$ cat config.mk
export PLATFORM = sky130hd
export DESIGN_NAME = acc_readout_top
export DESIGN_NICKNAME = d
export VERILOG_FILES = /design/src/rtl/acc_rd_pkg.sv /design/src/rtl/acc_rd_seq.sv /design/src/rtl/acc_eq_sum.sv /design/src/rtl/acc_win_sat.sv /design/src/rtl/acc_readout_top.sv
export SDC_FILE = /design/constraint.sdc
export NUM_CORES = 1
export LEC_CHECK = 0
export BUFFER_PORTS_ARGS = -buffer_cell sky130_fd_sc_hd__buf_2
export CORE_MARGIN = 4
export CORE_UTILIZATION = 60
export DETAILED_ROUTE_END_ITERATION = 10
export GPL_ROUTABILITY_DRIVEN = 0
export PLACE_DENSITY_LB_ADDON = 0.05
export SKIP_LAST_GASP = 1
export SYNTH_ARGS = -nofsm -noshare
export SYNTH_HDL_FRONTEND = slang
export SYNTH_HIERARCHICAL = 1
export SYNTH_SLANG_ARGS = --single-unit
$ cat constraint.sdc
create_clock -name clk -period 5.96 [get_ports clk]
set_input_delay 0.894 -clock clk [delete_from_list [all_inputs] [get_ports clk]]
set_output_delay 0.894 -clock clk [all_outputs]
set_load 0.02 [all_outputs]
$ cat src/rtl/acc_rd_pkg.sv
package acc_rd_pkg;
  localparam int SEL_W  = 4;
  localparam int BANK_W = 2;

  typedef enum logic {
    DEST_DOUT = 1'b0,
    DEST_LUT  = 1'b1
  } dest_e;

  typedef struct packed {
    logic [SEL_W-1:0]  sel;
    logic              sat;
    logic              eq;
    dest_e             dest;
    logic [BANK_W-1:0] bank;
  } mode_t;
endpackage

$ cat src/rtl/acc_rd_seq.sv
// Pass sequencer: one read address per cycle from 0 up to DEPTH-1.
module acc_rd_seq #(
  parameter int ADDR_W = 9,
  parameter int DEPTH  = 512
) (
  input  logic              clk,
  input  logic              rst_n,
  input  logic              go,
  output logic              rd_en,
  output logic [ADDR_W-1:0] addr
);
  localparam logic [ADDR_W-1:0] LAST = ADDR_W'(DEPTH - 1);

  logic              run_q, run_d;
  logic [ADDR_W-1:0] addr_q, addr_d;
  logic              upd;

  always_comb begin
    run_d  = run_q;
    addr_d = addr_q;
    upd    = 1'b0;
    if (!run_q) begin
      if (go) begin
        run_d  = 1'b1;
        addr_d = '0;
        upd    = 1'b1;
      end
    end else begin
      upd = 1'b1;
      if (addr_q == LAST) begin
        run_d = 1'b0;
      end else begin
        addr_d = addr_q + 1'b1;
      end
    end
  end

  always_ff @(posedge clk or negedge rst_n) begin
    if (!rst_n) begin
      run_q  <= 1'b0;
      addr_q <= '0;
    end else if (upd) begin
      run_q  <= run_d;
      addr_q <= addr_d;
    end
  end

  assign rd_en = run_q;
  assign addr  = addr_q;
endmodule

$ cat src/rtl/acc_eq_sum.sv
// Optional running sum of the bins in the current pass.
module acc_eq_sum #(
  parameter int BIN_W = 24
) (
  input  logic             clk,
  input  logic             rst_n,
  input  logic             clr,
  input  logic             en,
  input  logic             eq,
  input  logic [BIN_W-1:0] bin,
  output logic [BIN_W-1:0] val
);
  logic [BIN_W-1:0] sum_q, sum_d, total;
  logic             ld;

  always_comb begin
    total = sum_q + bin;
    val   = eq ? total : bin;
    ld    = clr | (en & eq);
    sum_d = clr ? '0 : total;
  end

  always_ff @(posedge clk or negedge rst_n) begin
    if (!rst_n) begin
      sum_q <= '0;
    end else if (ld) begin
      sum_q <= sum_d;
    end
  end
endmodule

$ cat src/rtl/acc_win_sat.sv
// Window selection and optional clamp on the bits above the window.
module acc_win_sat #(
  parameter int BIN_W = 24,
  parameter int OUT_W = 9,
  parameter int SEL_W = 4
) (
  input  logic [BIN_W-1:0] val,
  input  logic [SEL_W-1:0] sel,
  input  logic             sat,
  output logic [OUT_W-1:0] res
);
  logic [BIN_W-1:0] shifted;
  logic [OUT_W-1:0] win;
  logic             hi;

  always_comb begin
    shifted = val >> sel;
    win     = shifted[OUT_W-1:0];
    hi      = 1'b0;
    for (int i = 0; i < BIN_W; i++) begin
      if (i >= int'(sel) + OUT_W) hi = hi | val[i];
    end
    res = (sat && hi) ? {OUT_W{1'b1}} : win;
  end
endmodule

$ cat src/rtl/acc_readout_top.sv
module acc_readout_top
  import acc_rd_pkg::*;
#(
  parameter int BIN_W  = 24,
  parameter int OUT_W  = 9,
  parameter int ADDR_W = 9,
  parameter int DEPTH  = 512
) (
  input  logic              clk,
  input  logic              rst_n,
  input  logic              start,
  input  logic [SEL_W-1:0]  cfg_sel,
  input  logic              cfg_sat,
  input  logic              cfg_eq,
  input  logic              cfg_dest,
  input  logic [BANK_W-1:0] cfg_bank,
  output logic              ram_rd_en,
  output logic [ADDR_W-1:0] ram_addr,
  input  logic [BIN_W-1:0]  ram_rdata,
  output logic [OUT_W-1:0]  dout,
  output logic [ADDR_W-1:0] dout_idx,
  output logic              dout_valid,
  output logic              lut_we,
  output logic [BANK_W-1:0] lut_bank,
  output logic [ADDR_W-1:0] lut_addr,
  output logic [OUT_W-1:0]  lut_data,
  output logic              busy
);
  mode_t             mode_q, mode_d;
  logic              go;
  logic              v1_q;
  logic [ADDR_W-1:0] a1_q;
  logic [BIN_W-1:0]  val;
  logic [OUT_W-1:0]  res;

  // start is taken only when the whole pipeline is idle
  assign go   = start & ~ram_rd_en & ~v1_q;
  assign busy = ram_rd_en | v1_q;

  always_comb begin
    mode_d.sel  = cfg_sel;
    mode_d.sat  = cfg_sat;
    mode_d.eq   = cfg_eq;
    mode_d.dest = dest_e'(cfg_dest);
    mode_d.bank = cfg_bank;
  end

  always_ff @(posedge clk or negedge rst_n) begin
    if (!rst_n) begin
      mode_q <= '0;
    end else if (go) begin
      mode_q <= mode_d;
    end
  end

  acc_rd_seq #(.ADDR_W(ADDR_W), .DEPTH(DEPTH)) u_seq (
    .clk   (clk),
    .rst_n (rst_n),
    .go    (go),
    .rd_en (ram_rd_en),
    .addr  (ram_addr)
  );

  // data-return stage aligned with the one-cycle RAM latency
  always_ff @(posedge clk or negedge rst_n) begin
    if (!rst_n) begin
      v1_q <= 1'b0;
      a1_q <= '0;
    end else begin
      v1_q <= ram_rd_en;
      if (ram_rd_en) a1_q <= ram_addr;
    end
  end

  acc_eq_sum #(.BIN_W(BIN_W)) u_sum (
    .clk   (clk),
    .rst_n (rst_n),
    .clr   (go),
    .en    (v1_q),
    .eq    (mode_q.eq),
    .bin   (ram_rdata),
    .val   (val)
  );

  acc_win_sat #(.BIN_W(BIN_W), .OUT_W(OUT_W), .SEL_W(SEL_W)) u_win (
    .val (val),
    .sel (mode_q.sel),
    .sat (mode_q.sat),
    .res (res)
  );

  // output router
  logic              dv_d, we_d, out_ld, dres_ld, lres_ld;
  always_comb begin
    dv_d    = v1_q & (mode_q.dest == DEST_DOUT);
    we_d    = v1_q & (mode_q.dest == DEST_LUT);
    out_ld  = v1_q | dout_valid | lut_we;
    dres_ld = dv_d;
    lres_ld = we_d;
  end

  always_ff @(posedge clk or negedge rst_n) begin
    if (!rst_n) begin
      dout_valid <= 1'b0;
      lut_we     <= 1'b0;
    end else if (out_ld) begin
      dout_valid <= dv_d;
      lut_we     <= we_d;
    end
  end

  always_ff @(posedge clk or negedge rst_n) begin
    if (!rst_n) begin
      dout     <= '0;
      dout_idx <= '0;
    end else if (dres_ld) begin
      dout     <= res;
      dout_idx <= a1_q;
    end
  end

  always_ff @(posedge clk or negedge rst_n) begin
    if (!rst_n) begin
      lut_data <= '0;
      lut_addr <= '0;
      lut_bank <= '0;
    end else if (lres_ld) begin
      lut_data <= res;
      lut_addr <= a1_q;
      lut_bank <= mode_q.bank;
    end
  end
endmodule

==> results.json, run 1 <==
{
  "reg2reg_to": "dout[6]",
  "post_cts_buffers": 0,
  "numCtsBuffers": 9,
  "synth_cell_types": 79,
  "final_area_sq_mm": 0.00734,
  "min_period_ns": 4.49,
  "rsz0062_at_grt": "no",
  "required_ns": 6.22,
  "setup_viol": 0,
  "placed_cell_area_sq_mm": 0.00713,
  "leakage_nw": 3.27,
  "reg2reg_slack_ns": 1.69,
  "maxCapViolations": 0,
  "clockBufferDepth": 2,
  "worstSetupPathType": "in -> reg",
  "placementRows": 38,
  "antenna_cells": 0,
  "status": "complete, no violations",
  "synth_xor_area_share_pct": 3.03,
  "dr.first_iter.drc_count": 443,
  "synthMuxAreaShare_pct": 19.9,
  "synth-main-ff-cell": "dfrtp_1",
  "drc": 0,
  "finalCritPeriodShare_pct": 75.3,
  "grt-ovfl-total": 0,
  "syn-cell-area_sq_mm": 0.00669,
  "p_per_area_mw_per_mm2": 449,
  "initial_core_util_pct": 61.4,
  "clock.fmax_ghz": 0.223,
  "synth_edf_count": 0,
  "dp_hpwl_um": 12000,
  "ys_async_sr_fraction_pct": 100,
  "finClkSkew_ns": 0.0195,
  "pre_cts_slack_ns": 1.18,
  "cts.repair.resized": 0,
  "drive_above_1_share_pct": 29.4,
  "core-area_sq_mm": 0.0109,
  "clk_latency_ns": 0.39,
  "viasPerCell": 6.38,
  "grt_pass1_wl_um": 27800,
  "vias": 5605,
  "synth_seq_cells": 93,
  "tightest_slew_ns": 1.18,
  "wl_per_cell_um": 19.0,
  "worst-path-max-fanout": 9,
  "antenna_found_initial": 0,
  "syn_to_final_growth_pct": 9.77,
  "yosysWarningCount": 6,
  "end_kind": "flop",
  "synth_compound_area_share_pct": 18.4,
  "relSlewSlack_pct": 21.1,
  "critPathArrivalTime_ns": 4.75,
  "finalHoldViolCount": 0,
  "syn_inst": 665,
  "peakVddDrop_mv": 0.300,
  "ys_seq_area_share_pct": 34.8,
  "ff2ff_path_depth": 15,
  "start_kind": "input port",
  "clock-root-buffer": "clkbuf_8",
  "synth_top_family_by_area": "multiplexers",
  "cts_tree": "done",
  "hp-class": "in -> async",
  "htreeDepth": 3,
  "postCtsHoldBufs": 0,
  "syn_area_per_cell_sq_um": 10.1,
  "drtPass1Iterations": 5,
  "slew_viol_final": 0,
  "dp_cells": 862,
  "dieWidth_um": 114,
  "io_buffer_count": 86,
  "grt_max_degree": 74,
  "final_nets": 799,
  "fin_cells": 878,
  "synth_nets": 731,
  "clk_pin_slew_ns": 0.11,
  "synth_fa_ha_area_share_pct": 5.72,
  "die_y_um": 114,
  "synthSimpleGateAreaFrac_pct": 13.9,
  "ios": 87,
  "track_usage_pct": 26.7,
  "r2r-start": "u_sum/sum_q[0]",
  "cts.sink_count": 93,
  "drt-total-wl_um": 16700,
  "setup_tns_ns": 0,
  "worst_slack_ns": 1.47,
  "dieArea_sq_mm": 0.0129,
  "grt_pass1_vias": 5465,
  "ant_nets": 0
}
[metal layers]
layer  share of wire, %  GRT usage [%]
met1                 44           36.3
met2                 47           42.4
met3                6.4           4.83
met4                2.6           10.7
met5                  0              0
[how the worst max path moves through the flow]
stage	from	end	slack, ns
finish	ram_rdata[0]	dout[6]	1.47
global route	ram_rdata[4]	dout[6]	1.27
CTS	ram_rdata[0]	dout[0]	1.50
detailed placement	ram_rdata[0]	dout[5]	1.18
global placement	ram_rdata[0]	dout[2]	1.27
floorplan	ram_rdata[0]	dout[0]	1.74
[cells by family after synthesis]
kind of cell | count (synthesis)
DFF | 93
xor gates and xnor gates | 21
and+or+nand+nor | 183
buffers and inverters | 52
adders and majority gates | 30
AOI/OAI and AO/OA | 176
muxes | 110
[cells in the final DEF, fill, tap and decap left out, types with 23 or more instances in the layout]
| master | count |
|---|---|
| buf_2 | 85 |
| a21oi_1 | 38 |
| nand2_1 | 59 |
| dfrtp_1 | 93 |
| mux2i_1 | 23 |
| ha_1 | 29 |
| nand3_1 | 23 |
| nor2_1 | 37 |
| mux2_2 | 70 |
| o21ai_0 | 34 |
[power by group]
part	leakage [nW]	switching, W	internal [W]
Sequential	1.10	0.000190	0.000871
Clock	0.106	0.000256	0.000205
Combinational	2.06	0.00102	0.000753
Total	3.27	0.00146	0.00183
[through the flow]
stage | hold slack [ns] | power [W] | utilization [%]
final | 0.378 | 0.00329 | 67.4
after global routing | 0.379 | 0.00355 | 67.4
after CTS | 0.369 | 0.00330 | 67.4
after detailed placement | 0.488 | 0.00282 | 65.5
after global placement | 0.469 | 0.00276 | 65.5
after floorplan | 0.453 | 0.00236 | -
[sequential cells by signal (all words and copies together), names as in the netlist]
name,cells
dout_idx,9
lut_data,9
lut_bank,2
v1_q,1
lut_we,1
u_seq/addr,9
u_seq/rd_en,1
u_sum/sum_q,24
mode_q,9
lut_addr,9
dout_valid,1
dout,9
a1_q,9
[area by class of cell]
cell class / count / area, sq um
multi-input combinational: 520 / 4080
timing repair buffer: 92 / 478
tap: 140 / 175
clock buffer: 9 / 124
sequential: 93 / 2330
inverter: 17 / 63.8
clock inverter: 7 / 88.8
fill: 898 / 3550
[critical path, cell delays in order]
cell       delay [ns]
buf_2            0.11
ha_1             0.23
fa_1             0.42
a21o_1           0.19
a221oi_2         0.40
nor4_4           0.13
o21ai_1          0.38
or3_1            0.17
nand3_1          0.15
nor2_1           0.14
a21oi_1          0.05
o21ai_0          0.19
o2111ai_1        0.17
o41ai_4          0.58
nand3_1          0.22
mux2_4           0.31
[Yosys cell counts, drive strengths merged, types with 3 or more instances]
master    n  area share, %
a21boi    3           0.34
o21bai    3           0.34
or3       5           0.47
nand3    24            1.9
nor2     37            2.1
nor3b     3           0.34
o2111ai   4           0.52
a31oi     4           0.37
nor4      3           0.51
mux2     79             14
o21ai    49            3.7
buf      16            1.7
nor2b     6           0.56
mux2i    23            3.4
nand4    10           0.94
xnor2    16            2.4
inv      17           0.95
o31ai     3           0.34
mux4      8            2.7
a221oi    4           0.80
nor3      7           0.52
a22o     14            1.8
clkbuf   19            1.5
a21o     12            1.4
a22oi     3           0.34
nand2    59            3.3
xor2      5           0.65
nand4b    4           0.52
nand2b    8           0.97
o311ai    7            1.0
ha       29            5.4
and3      8           0.75
a21oi    39            3.0
a211oi    7           0.94
o211ai    3           0.41
dfrtp    93             35
o21a      3           0.34
a31o      3           0.39
(Power assumes the default switching activity.)
==> run 2, diff against run 1 <==
- CORE_UTILIZATION: 60 -> 53
- clock period: 5.96 -> 3.93 ns (I/O delays scaled with it)
==> results.json, run 2 (synthesis results as in run 1) <==
{
  "vias": 5807,
  "slew_viol_final": 0,
  "mostFrequentLayoutCell": "dfrtp_1",
  "worstSetupPathType": "reg -> reg",
  "cts.sink_count": 93,
  "htreeDepth": 3,
  "grt_pass1_wl_um": 29300,
  "cp_slowest_stage_delay_ns": 0.43,
  "finalCritPeriodShare_pct": 96.9,
  "reg2reg_slack_ns": 0.12,
  "numCtsBuffers": 9,
  "clk_pin_slew_ns": 0.08,
  "dieWidth_um": 120,
  "dr.first_iter.drc_count": 372,
  "critPathArrivalTime_ns": 4.03,
  "placed_cell_area_sq_mm": 0.00755,
  "core-area_sq_mm": 0.0122,
  "worst-path-max-fanout": 5,
  "track_usage_pct": 24.9,
  "grt_pass1_vias": 5787,
  "path_common_cell": "a21o_1",
  "start_kind": "flop",
  "finClkSkew_ns": 0.0107,
  "crit_slowest_cell": "o41ai_4",
  "ant_nets": 0,
  "initial_core_util_pct": 55.0,
  "peakVddDrop_mv": 0.404,
  "final_area_sq_mm": 0.00800,
  "dp_cells": 941,
  "tightest_slew_ns": 1.16,
  "path_cells": "ha_4, fa_2, a21o_1, a221oi_2, buf_4, nor4_4, o21ai_2, nor4_1, or3_4, a21o_1, o21ai_0, a21oi_2, o41ai_4, buf_2, nand3_1, mux2_4",
  "grt_max_degree": 73,
  "reg2reg_to": "dout[5]",
  "relSlewSlack_pct": 22.5,
  "hp-class": "in -> async",
  "ff2ff_path_depth": 16,
  "postCtsHoldBufs": 0,
  "largest_register_ffs": 24,
  "syn_to_final_growth_pct": 19.6,
  "dieArea_sq_mm": 0.0145,
  "clock.fmax_ghz": 0.263,
  "antenna_cells": 0,
  "wl_per_cell_um": 18.8,
  "final_util_pct": 65.8,
  "p_per_area_mw_per_mm2": 703,
  "drive_above_1_share_pct": 36.6,
  "finalHoldViolCount": 0,
  "final_nets": 854,
  "end_kind": "flop",
  "die_y_um": 120,
  "setup_viol": 0,
  "clock-root-buffer": "clkbuf_16",
  "clockBufferDepth": 2,
  "drtPass1Iterations": 5,
  "placementRows": 40,
  "drt-total-wl_um": 18100,
  "dp_hpwl_um": 13300,
  "status": "complete, no violations",
  "leakage_nw": 3.58,
  "viasPerCell": 6.04,
  "drc": 0,
  "antenna_found_initial": 0,
  "clk_latency_ns": 0.35,
  "io_buffer_count": 86,
  "grt-ovfl-total": 0,
  "r2r-start": "u_sum/sum_q[0]",
  "min_period_ns": 3.81,
  "fin_cells": 961,
  "cts_tree": "done",
  "maxCapViolations": 0,
  "top_register": "u_sum/sum_q",
  "mostFrequentLayoutCells": "dfrtp_1 (93), buf_2 (86), mux2_2 (70), buf_4 (60), nand2_1 (59)",
  "ios": 87,
  "required_ns": 4.15
}
## run 2: cell count changes in the layout (fill, tap and decap cells not counted), moves of 2 or more
cell / delta
a21oi_1: -3
a21oi_2: +3
buf_4: +53
clkbuf_16: +9
clkbuf_8: -8
ha_1: -2
ha_4: +2
nor3_1: -2
nor3_2: +2
o2111ai_1: -2
o2111ai_2: +2
## run 2: area by class of cell
cell class / instances / area [sq um]
clock buffer: 10 / 239
clock inverter: 6 / 77.6
fill: 1033 / 4170
inverter: 17 / 63.8
multi-input combinational: 520 / 4190
sequential: 93 / 2330
tap: 168 / 210
timing repair buffer: 147 / 892
## run 2: critical path: cells and delay by family (launching register included)
family,cells,cell delay [ns]
buf+inv,2,0.39
compound gates,7,1.43
fa+ha+maj,2,0.52
mux,1,0.28
simple gates,4,0.64
flops,1,0.42
## run 2: what timing repair did
action / CTS / global route
gates resized for setup: 0 / 21
endpoints found under the setup margin: 0 / 18
buffers inserted: 0 / 3
## run 2: per-layer routing
metal	wire [um]	up-vias	track usage, %
met5	0	-	0
met4	488	0	8.85
met3	1110	41	4.21
met2	8640	204	40.0
met1	7870	2829	34.2
li1	-	2733	-
## run 2: worst max-delay path by stage
stage | cells after the start | to | slack (ns) | startpoint
2_1_floorplan | 14 | dout[0] | 0.02 | ram_rdata[0]
3_3_place_gp | 17 | dout[0] | -0.12 | ram_rdata[0]
3_5_place_dp | 17 | dout[0] | -0.24 | ram_rdata[0]
4_1_cts | 16 | dout[0] | 0.06 | u_sum/sum_q[0]
5_1_grt | 15 | dout[5] | -0.01 | u_sum/sum_q[3]
6_report | 16 | dout[5] | 0.12 | u_sum/sum_q[0]
## run 2: through the flow
stage / hold slack, ns / setup TNS (ns) / power, W / setup WS (ns)
after floorplan: 0.294 / 0 / 0.00358 / 0.0151
after global placement: 0.468 / -1.89 / 0.00450 / -0.119
after detailed placement: 0.480 / -3.87 / 0.00459 / -0.238
after CTS: 0.424 / 0 / 0.00555 / 0.0627
after global routing: 0.450 / -0.0264 / 0.00601 / -0.0129
final: 0.359 / 0 / 0.00562 / 0.123
## run 2: report_power, final
group	total (W)	switching (W)	internal [W]
logic	0.00308	0.00167	0.00141
clock network	0.000936	0.000412	0.000524
registers	0.00161	0.000283	0.00132
total	0.00562	0.00237	0.00326
